===== config.mk =====
export PLATFORM = sky130hd
export DESIGN_NAME = sysclk_mux
export DESIGN_NICKNAME = d
export VERILOG_FILES = /design/src/rtl/sysclk_pkg.sv /design/src/rtl/sysclk_div.sv /design/src/rtl/sysclk_xmon.sv /design/src/rtl/sysclk_mux.sv
export SDC_FILE = /design/constraint.sdc
export NUM_CORES = 1
export LEC_CHECK = 0
export BUFFER_PORTS_ARGS = -buffer_cell sky130_fd_sc_hd__buf_2
export CAP_MARGIN = 0
export CORE_AREA = 10 10 110 112
export CTS_BUF_LIST = sky130_fd_sc_hd__clkbuf_4
export DETAILED_ROUTE_END_ITERATION = 8
export DIE_AREA = 0 0 120 122
export PLACE_DENSITY = 0.69
export SKIP_LAST_GASP = 1
export SYNTH_ARGS = -nofsm -noshare
export SYNTH_HDL_FRONTEND = slang
export SYNTH_SLANG_ARGS = --single-unit

===== constraint.sdc =====
create_clock -name clk -period 2.4 [get_ports clk]
set_clock_uncertainty 0.15 [all_clocks]
set_input_delay 0.48 -clock clk [delete_from_list [all_inputs] [get_ports clk]]
set_output_delay 0.48 -clock clk [all_outputs]
set_load 0.01 [all_outputs]

===== src/rtl/sysclk_pkg.sv =====
package sysclk_pkg;
  localparam int SEL_W  = 3;
  localparam int DIVC_W = 3;
  localparam int CNT_W  = 5;   // largest divide is 2^5

  localparam logic [SEL_W-1:0] SRC_LFX  = 3'd0;
  localparam logic [SEL_W-1:0] SRC_REF  = 3'd1;
  localparam logic [SEL_W-1:0] SRC_VLO  = 3'd2;
  localparam logic [SEL_W-1:0] SRC_DCO  = 3'd3;
  localparam logic [SEL_W-1:0] SRC_DCOD = 3'd4;
  localparam logic [SEL_W-1:0] SRC_HFX  = 3'd5;

  // terminal count for a divide code: codes above CNT_W saturate
  function automatic logic [CNT_W-1:0] div_term(input logic [DIVC_W-1:0] code);
    logic [CNT_W-1:0] t;
    t = '0;
    for (int b = 0; b < CNT_W; b++)
      if (b < int'(code)) t[b] = 1'b1;
    return t;
  endfunction

  // effective source after alias folding and crystal fallback
  function automatic logic [SEL_W-1:0] resolve_src(
      input logic [SEL_W-1:0] sel,
      input logic lf_ok, input logic lf_low,
      input logic hf_ok, input logic hf_low);
    logic [SEL_W-1:0] s;
    s = (sel > SRC_HFX) ? SRC_DCOD : sel;
    if (s == SRC_LFX && !lf_ok) s = lf_low ? SRC_REF : SRC_DCO;
    if (s == SRC_HFX && !hf_ok) s = hf_low ? SRC_REF : SRC_DCO;
    return s;
  endfunction
endpackage


===== src/rtl/sysclk_div.sv =====
module sysclk_div
  import sysclk_pkg::*;
(
  input  logic              clk,
  input  logic              rst_n,
  input  logic              restart,
  input  logic              in_pulse,
  input  logic [DIVC_W-1:0] code,
  output logic              out_pulse
);
  logic [CNT_W-1:0] cnt;
  logic [CNT_W-1:0] term;
  logic             at_term;

  assign term      = div_term(code);
  assign at_term   = (cnt == term);
  assign out_pulse = in_pulse && at_term;

  always_ff @(posedge clk) begin
    if (!rst_n)        cnt <= '0;
    else if (restart)  cnt <= '0;
    else if (in_pulse) cnt <= at_term ? '0 : cnt + 1'b1;
  end

  AST_CNT_BOUND: assert property (@(posedge clk) disable iff (!rst_n)
    cnt <= term);
  AST_RESTART_ZERO: assert property (@(posedge clk) disable iff (!rst_n)
    restart |=> (cnt == '0));
endmodule


===== src/rtl/sysclk_xmon.sv =====
module sysclk_xmon #(
  parameter int WIN_W  = 8,
  parameter int GOOD_N = 2
) (
  input  logic             clk,
  input  logic             rst_n,
  input  logic             pin_en,
  input  logic             pulse,
  input  logic [WIN_W-1:0] win_len,
  output logic             valid,
  output logic             fault_evt
);
  localparam int GC_W = $clog2(GOOD_N + 1);
  localparam logic [GC_W-1:0] GOOD_LIM = GC_W'(GOOD_N);

  logic [WIN_W-1:0] wcnt;
  logic [WIN_W-1:0] last;
  logic [GC_W-1:0]  gcnt;
  logic             seen, good, hit, win_end;

  assign last      = (win_len == '0) ? '0 : win_len - 1'b1;
  assign win_end   = pin_en && (wcnt >= last);
  assign hit       = seen || pulse;
  assign fault_evt = win_end && !hit;
  assign valid     = pin_en && good;

  always_ff @(posedge clk) begin
    if (!rst_n || !pin_en) begin
      wcnt <= '0; seen <= 1'b0; good <= 1'b0; gcnt <= '0;
    end else if (win_end) begin
      wcnt <= '0;
      seen <= 1'b0;
      if (hit) begin
        if (gcnt != GOOD_LIM) gcnt <= gcnt + 1'b1;
        if (gcnt >= GOOD_LIM - 1'b1) good <= 1'b1;
      end else begin
        gcnt <= '0;
        good <= 1'b0;
      end
    end else begin
      wcnt <= wcnt + 1'b1;
      seen <= hit;
    end
  end

  AST_FAULT_DROPS_VALID: assert property (@(posedge clk) disable iff (!rst_n)
    fault_evt |=> !valid);
  AST_GOOD_AT_WINDOW: assert property (@(posedge clk) disable iff (!rst_n)
    $rose(good) |-> $past(win_end && hit));
endmodule


===== src/rtl/sysclk_mux.sv =====
module sysclk_mux
  import sysclk_pkg::*;
#(
  parameter int ADDR_W  = 3,
  parameter int DATA_W  = 16,
  parameter int WIN_W   = 8,
  parameter int WIN_DEF = 16,
  parameter int GOOD_N  = 2
) (
  input  logic              clk,
  input  logic              rst_n,
  input  logic              lfx_pulse,
  input  logic              ref_pulse,
  input  logic              vlo_pulse,
  input  logic              dco_pulse,
  input  logic              hfx_pulse,
  input  logic              cfg_we,
  input  logic [ADDR_W-1:0] cfg_addr,
  input  logic [DATA_W-1:0] cfg_wdata,
  output logic              aux_en,
  output logic              mst_en,
  output logic              sub_en,
  output logic              lfx_ok,
  output logic              hfx_ok,
  output logic              lfx_fault,
  output logic              hfx_fault
);
  localparam int N_OUT = 3;
  localparam int N_DIV = N_OUT + 1;   // index N_OUT is the shared tap

  logic [N_OUT-1:0][SEL_W-1:0]  sel_q;
  logic [N_DIV-1:0][DIVC_W-1:0] div_q;
  logic [N_DIV-1:0]             restart;
  logic [N_OUT-1:0][SEL_W-1:0]  eff_sel;
  logic [N_OUT-1:0]             out_vec;
  logic [7:0]                   src_vec;
  logic lf_pin, lf_low, hf_pin, hf_low;
  logic [WIN_W-1:0] win_q;
  logic tap_pulse, lf_fevt, hf_fevt;
  logic wr_sel, wr_div, wr_xtl, wr_win, wr_clr;

  assign wr_sel = cfg_we && (cfg_addr == ADDR_W'(0));
  assign wr_div = cfg_we && (cfg_addr == ADDR_W'(1));
  assign wr_xtl = cfg_we && (cfg_addr == ADDR_W'(2));
  assign wr_win = cfg_we && (cfg_addr == ADDR_W'(3));
  assign wr_clr = cfg_we && (cfg_addr == ADDR_W'(4));

  always_ff @(posedge clk) begin
    if (!rst_n) begin
      sel_q  <= {SRC_DCOD, SRC_DCOD, SRC_LFX};
      div_q  <= {3'd1, 3'd0, 3'd0, 3'd0};
      lf_pin <= 1'b0; lf_low <= 1'b1;
      hf_pin <= 1'b0; hf_low <= 1'b0;
      win_q  <= WIN_W'(WIN_DEF);
      lfx_fault <= 1'b0; hfx_fault <= 1'b0;
    end else begin
      if (wr_sel) sel_q <= cfg_wdata[N_OUT*SEL_W-1:0];
      if (wr_div) div_q <= cfg_wdata[N_DIV*DIVC_W-1:0];
      if (wr_xtl) {hf_low, hf_pin, lf_low, lf_pin} <= cfg_wdata[3:0];
      if (wr_win) win_q <= cfg_wdata[WIN_W-1:0];
      if (wr_clr && cfg_wdata[0]) lfx_fault <= 1'b0;
      if (wr_clr && cfg_wdata[1]) hfx_fault <= 1'b0;
      if (lf_fevt) lfx_fault <= 1'b1;   // a new fault wins over a clear
      if (hf_fevt) hfx_fault <= 1'b1;
    end
  end

  sysclk_xmon #(.WIN_W(WIN_W), .GOOD_N(GOOD_N)) u_lf_mon (
    .clk(clk), .rst_n(rst_n), .pin_en(lf_pin), .pulse(lfx_pulse),
    .win_len(win_q), .valid(lfx_ok), .fault_evt(lf_fevt));
  sysclk_xmon #(.WIN_W(WIN_W), .GOOD_N(GOOD_N)) u_hf_mon (
    .clk(clk), .rst_n(rst_n), .pin_en(hf_pin), .pulse(hfx_pulse),
    .win_len(win_q), .valid(hfx_ok), .fault_evt(hf_fevt));

  genvar gi;
  generate
    for (gi = 0; gi < N_DIV; gi++) begin : g_rst
      assign restart[gi] = wr_div && (cfg_wdata[gi*DIVC_W +: DIVC_W] != div_q[gi]);
    end
  endgenerate

  sysclk_div u_tap (
    .clk(clk), .rst_n(rst_n), .restart(restart[N_OUT]), .in_pulse(dco_pulse),
    .code(div_q[N_OUT]), .out_pulse(tap_pulse));

  assign src_vec = {2'b00, hfx_pulse, tap_pulse, dco_pulse, vlo_pulse, ref_pulse, lfx_pulse};

  generate
    for (gi = 0; gi < N_OUT; gi++) begin : g_out
      assign eff_sel[gi] = resolve_src(sel_q[gi], lfx_ok, lf_low, hfx_ok, hf_low);
      sysclk_div u_div (
        .clk(clk), .rst_n(rst_n), .restart(restart[gi]), .in_pulse(src_vec[eff_sel[gi]]),
        .code(div_q[gi]), .out_pulse(out_vec[gi]));

      AST_NO_DEAD_LFX: assert property (@(posedge clk) disable iff (!rst_n)
        (eff_sel[gi] == SRC_LFX) |-> lfx_ok);
      AST_NO_DEAD_HFX: assert property (@(posedge clk) disable iff (!rst_n)
        (eff_sel[gi] == SRC_HFX) |-> hfx_ok);
    end
  endgenerate

  assign aux_en = out_vec[0];
  assign mst_en = out_vec[1];
  assign sub_en = out_vec[2];

  AST_FAULT_STICKY: assert property (@(posedge clk) disable iff (!rst_n)
    (lfx_fault && !(wr_clr && cfg_wdata[0])) |=> lfx_fault);
endmodule


Word-level counts from Yosys, hierarchy flattened
Index checks and enable logic that the tools add are counted.

Register bits after elaboration: 79. Output and inout port bits: 7. Logic and storage cells: 196.

$add $sub $neg: 9. Magnitude comparators: 30. Eq/ne operators: 21. Mux-type cells: 54. Bitwise operators: 1. Reductions and logical operators: 55.

Operator list (count): 2-to-1 mux 1 bit (31); logical AND 1 bit (27); 2-to-1 mux 3 bit (9); less-than comparator 1 x 3 -> 1 bit (first input constant) (8); less-than comparator 2 x 3 -> 1 bit (first input constant) (8); adder 5 x 1 -> 5 bit (second input constant) (4); == test 5 bit (4); 2-to-1 mux 5 bit (4); adder 8 x 1 -> 8 bit (second input constant) (2); greater-or-equal comparator 8 bit (2); == test 3 bit (second input constant) (4); zero test 3 bit (4); less-than comparator 3 bit (first input constant) (4); less-than comparator 3 x 4 -> 1 bit (second input constant) (3); 2-to-1 mux 2 bit (6); inequality test 2 bit (second input constant) (6); inequality test 3 bit (4); OR reduction 2 bit (6); binary-select mux 1 bit (select 3 bit) (3); greater-than comparator 3 bit (second input constant) (3); zero test 8 bit (1); 2-to-1 mux 8 bit (1); AND reduction 2 bit (4); subtractor 8 x 1 -> 8 bit (second input constant) (1); 8 further kinds (21).

Depth between registers and ports, before layout
Word-level depth: 11. Mapped depth: 12. Mapped depth without buffers: 12.

Modules after synthesis
From an unflattened synthesis, not the netlist that was laid out.

Cell total of the unflattened synthesis: 562. Area total of the unflattened synthesis: 4879.7 µm².

Modules (own cells, without submodules): sysclk_mux (times used 1, cells an instance 210, area an instance 1769.2 µm², seq. area each 700.7 µm²); sysclk_xmon (times used 2, cells an instance 98, area an instance 867.1 µm², seq. area each 240.2 µm²); sysclk_div (times used 4, cells an instance 39, area an instance 344.1 µm², seq. area each 100.1 µm²).

Worst setup path before layout
Ideal clock, no wire load.

Kind: flip-flop to flip-flop. From: reg win_q[2]. To: reg u_hf_mon.wcnt[2]. Data arrival time: 2.430 ns. Required time: 2.184 ns. Slack: -0.246 ns. Stages on the path, launching flop included: 12. Clock period less this slack: 2.646 ns. Cell sequence: dfxtp_1 > nor3_1 > nand2_1 > nor3_1 > nand2b_1 > nand2_1 > ha_1 > a21o_1 > a2111oi_0 > o21a_1 > o21bai_1 > nor2_1.

Longest elaborated chain between the ends: 5. Elaborated cells on any way between the ends: 6.

RTL lines: start: declaration (line sysclk_mux.sv:38) `logic [WIN_W-1:0] win_q;`; start signal: assignment (line sysclk_mux.sv:54) `win_q <= WIN_W'(WIN_DEF);`; start signal: assignment (line sysclk_mux.sv:60) `if (wr_win) win_q <= cfg_wdata[WIN_W-1:0];`; subtractor 8 x 1 -> 8 bit or zero test 8 bit (tied branches) (line sysclk_xmon.sv:21) `assign last = (win_len == '0) ? '0 : win_len - 1'b1;`; 2-to-1 mux 8 bit (*) (line sysclk_xmon.sv:21); greater-or-equal comparator 8 bit (*) (line sysclk_xmon.sv:22) `assign win_end = pin_en && (wcnt >= last);`; logical AND 1 bit (*) (line sysclk_xmon.sv:22); OR reduction 2 bit (no line) (*); end signal: assignment (line sysclk_xmon.sv:41) `wcnt <= wcnt + 1'b1;`; end: declaration (line sysclk_xmon.sv:16) `logic [WIN_W-1:0] wcnt;`.

Mark *: on every way between the ends. The rest lies on a longest branch, timed or not. A chain may end at the register's enable or synchronous reset.

Final worst setup path
From: reg lf_pin. To: out aux_en.

Longest elaborated chain between the ends: 10.

RTL lines: start: declaration (line sysclk_mux.sv:37) `logic lf_pin, lf_low, hf_pin, hf_low;`; start signal: assignment (line sysclk_mux.sv:59) `if (wr_xtl) {hf_low, hf_pin, lf_low, lf_pin} <= cfg_wdata[3:0];`; logical AND 1 bit (*) (line sysclk_xmon.sv:25) `assign valid = pin_en && good;`; zero test 1 bit (*) (line sysclk_pkg.sv:29) `if (s == SRC_LFX && !lf_ok) s = lf_low ? SRC_REF : SRC_DCO;`; logical AND 1 bit (*) (line sysclk_pkg.sv:29); 2-to-1 mux 3 bit (*) (line sysclk_pkg.sv:29); == test 3 bit (line sysclk_pkg.sv:30) `if (s == SRC_HFX && !hf_ok) s = hf_low ? SRC_REF : SRC_DCO;`; logical AND 1 bit (line sysclk_pkg.sv:30); 2-to-1 mux 3 bit (*) (line sysclk_pkg.sv:30); binary-select mux 1 bit (select 3 bit) (*) (line sysclk_mux.sv:92) `.clk(clk), .rst_n(rst_n), .restart(restart[gi]), .in_pulse(src_vec[eff_sel[gi]]),`; 2-to-1 mux 1 bit (not written as such) (*) (line sysclk_mux.sv:92); logical AND 1 bit (*) (line sysclk_div.sv:17) `assign out_pulse = in_pulse && at_term;`; end: declaration (line sysclk_mux.sv:20) `output logic aux_en,`.

Mark *: on every way between the ends. The rest lies on a longest branch, timed or not. The select of a mux whose other input is x is not followed.

==> results.toml <==
[outcome]
outcome = "finished with violations"
violations = "negative setup slack"

[placed_design]
place.gp.congestion = 0.9100
hpwl_um = 9266
portBuffers = 29
dp_cells = 781
pre_cts_ws_ns = -0.2606

[sta]
fmaxAchievable_mhz = 353.3
maxSlewHeadroom_pct = 31.29
finalHoldViolCount = 0
holdWs_ns = 0.1420
min_period_ns = 2.831
rsz0062_at_grt = "yes"
setup_tns_ns = -7.329
setup_viol = 29
finalWorstSetupSlack_ns = -0.4306
tightest_slew_ns = 1.021
period_share_pct = 117.9
maxSlewViolCount = 0

[yosys]
synth_ff_type = "dfxtp_1"
ys_seq_area_share_pct = 32.75
synth-seq-cells = 79
yosysMostFrequentCell = "nand2_1"
syn-instance-count = 589
synth_fp_nets = 643
yosysUniqueCellTypes = 71
synth_area_um2 = 4828
synth_area_leader_cell = "dfxtp_1"
synth-warning-count = 0
postSynth.asyncResetShare_pct = 0
yosys.area.top_type_share_pct = 32.75
synth_area_per_cell_um2 = 8.198
netlist_top_cells_count = "nand2_1 (101), dfxtp_1 (79), nor2_1 (46)"
synth_edf_count = 0
synth.area.top_cells = "dfxtp_1 (33%), nand2_1 (7.9%), ha_1 (7.0%)"

[global_routing]
grt_pass1_vias = 4454
antenna_found_initial = 0
grt_max_degree = 18
grt_usage_pct = 16.90
grt.overflow.total = 0
grt_pass1_wl_um = 20640

[worst_setup_path]
r2r-start = "win_q[4]$_SDFFE_PN1P_"
reg2reg_slack_ns = -0.40
path_cells = "and2_4 -> o311ai_4 -> mux2i_1 -> o221a_4 -> a21oi_2 -> and2b_1 -> buf_2"
crit_required_ns = 1.77
slowest_stage = "dfxtp_4"
path_class = "flip-flop to output port"
reg2regPathDepth = 11
r2r-end = "u_hf_mon.gcnt[0]$_SDFFE_PP0P_"
cp-start-kind = "flip-flop"
cp_top_family = "compound AO/OA/AOI/OAI gates"
crit_path_end_kind = "output port"
crit_fanout = 5
arrival_ns = 2.20
crit_buf_inv = 1
cpPeakStageDelay_ns = 0.38

[die]
die_x_um = 120
row_count = 37
initial_core_util_pct = 48.06
die_area_um2 = 14640
core_um2 = 10050
ios = 34
die_h_um = 122

[drt]
vias = 4575
viasPerCell = 5.634
ant_nets = 0
wirelength_um = 12870
wl_per_cell_um = 15.84
drtIter0Drc = 324
drcViolationCount = 0
drt-pass1-iter-count = 5

[cells_and_area]
n_antenna_cell = 0
layout.area.seq_um2 = 1603
multiInputGateArea_um2 = 3443
nets = 725
instances_no_fill = 812
synthToLayoutAreaGrowth_pct = 26.28
nFillCells = 856
drive_gt1_share_pct = 27.37

[hold_path]
hold_depth = 3
hold_end = "div_q[9]$_SDFFE_PN1P_"
hold_class = "primary input to flip-flop"
min-delay-start = "cfg_wdata[9]"

[power_and_ir_drop]
power.density_nw_per_um2 = 482.9
p_leak_nw = 2.369
irDropWorstVdd_mv = 0.2803

[cts]
cts_tree = "done"
cts.sinks = 79
htreeDepth = 3
cts_root_buffer = "clkbuf_4"
clk_latency_ns = 0.43
clk_pin_slew_ns = 0.14
cts_buffer_depth = 2
cts_buffers = 9

[job]
max-cap-violations = 0
-- area by class of cell --
class                           count  share of cell area [%]
Sequential cell                    79                   26.29
Multi-Input combinational cell    473                   56.47
Inverter                           20                   1.231
Timing Repair Buffer               88                   9.891
Tap cell                          136                   2.791
Clock inverter                      7                   2.216
Clock buffer                        9                   1.108
-- worst reg2reg max path, cell delays in order (launching register included) --
cell       delay, ns
dfxtp_2         0.36
nor3_4          0.27
nand2_4         0.12
nor3_4          0.16
nand2b_1        0.13
nand2_2         0.14
ha_4            0.22
a21o_1          0.18
a2111oi_4       0.30
o21a_2          0.25
nor2_1          0.09
o32ai_1         0.32
-- stage by stage --
stage	util (%)	power (mW)	instance area, um^2
2_1_floorplan	-	1.640	4896
3_3_place_gp	54.39	1.789	5464
3_5_place_dp	54.39	1.806	5464
4_1_cts	58.06	2.926	5833
5_1_grt	60.69	3.048	6097
6_report	60.69	2.944	6097
-- power breakdown --
group | leakage [nW] | switching, mW | total, mW | internal [mW]
Combinational | 1.63 | 0.244 | 0.473 | 0.229
Sequential | 0.643 | 0.0293 | 1.36 | 1.33
Clock | 0.101 | 0.487 | 1.11 | 0.625
-- kinds of logic (layout without fill, tap and decap cells) --
family,after synthesis,in the layout,synth area share [%]
simple gates,253,253,25.24
mux,11,11,2.280
fa+ha+maj,27,27,6.997
flops,79,79,32.75
xor+xnor,37,37,6.712
buf+inv,39,124,3.576
compound gates,143,145,22.44
-- routing by layer --
| layer | share of wire (%) | track usage, % | vias up | routed length (um) |
|---|---|---|---|---|
| li1 | - | - | 2285 | - |
| met3 | 4.7 | 3.700 | 25 | 603 |
| met5 | 0 | 0 | - | 0 |
| met4 | 2.2 | 6.712 | 0 | 289 |
| met2 | 48 | 28.89 | 113 | 6215 |
| met1 | 45 | 20.30 | 2152 | 5758 |
-- flip-flops by register name, summed over array words and instances (netlist names) --
name / flops
win_q: 8
lf_low: 1
u_lf_mon.gcnt: 2
u_hf_mon.good: 1
lf_pin: 1
u_hf_mon.gcnt: 2
u_lf_mon.good: 1
sel_q: 9
hf_low: 1
u_lf_mon.seen: 1
u_hf_mon.seen: 1
g_out.u_div.cnt: 15
hf_pin: 1
div_q: 12
hfx_fault: 1
u_hf_mon.wcnt: 8
lfx_fault: 1
u_tap.cnt: 5
u_lf_mon.wcnt: 8
-- timing repair --
item	4_1_cts	5_1_grt
cloned	2	0
pin swaps	19	16
resized for setup	26	41
setup endpoints to repair	29	30
buffers inserted	4	9
hold buffers	0	0
endpoints found under the hold margin	0	0
-- worst max path at each step --
stage | startpoint | to | slack [ns] | depth (start not counted)
5_1_grt | lf_pin$_SDFFE_PN0P_ | aux_en | -0.55 | 7
2_1_floorplan | win_q[4]$_SDFFE_PN1P_ | u_hf_mon.gcnt[0]$_SDFFE_PP0P_ | -0.008 | 11
4_1_cts | div_q[10]$_SDFFE_PN0P_ | aux_en | -0.48 | 7
3_5_place_dp | win_q[4]$_SDFFE_PN1P_ | u_hf_mon.good$_SDFFE_PP0P_ | -0.26 | 9
6_report | lf_pin$_SDFFE_PN0P_ | aux_en | -0.43 | 7
3_3_place_gp | win_q[4]$_SDFFE_PN1P_ | u_hf_mon.good$_SDFFE_PP0P_ | -0.14 | 11
-- layout by cell type (no fill, tap or decap), types with 7 or more instances in the layout --
| master | Yosys | routed |
|---|---|---|
| a21oi_1 | 19 | 16 |
| o21ai_0 | 17 | 14 |
| o22ai_1 | 7 | 7 |
| a21o_1 | 9 | 9 |
| nor2_1 | 46 | 40 |
| xor2_1 | 25 | 25 |
| xnor2_1 | 12 | 12 |
| clkbuf_4 | 0 | 9 |
| nand3_1 | 33 | 31 |
| buf_2 | 2 | 29 |
| ha_1 | 27 | 20 |
| nand2b_1 | 13 | 13 |
| nand2_1 | 101 | 98 |
| a21boi_0 | 30 | 29 |
| mux2i_1 | 11 | 11 |
| dfxtp_2 | 0 | 8 |
| buf_4 | 0 | 55 |
| inv_1 | 20 | 18 |
| dfxtp_1 | 79 | 68 |
| and3_1 | 9 | 9 |
No activity file was read; power rests on OpenSTA's default activity.
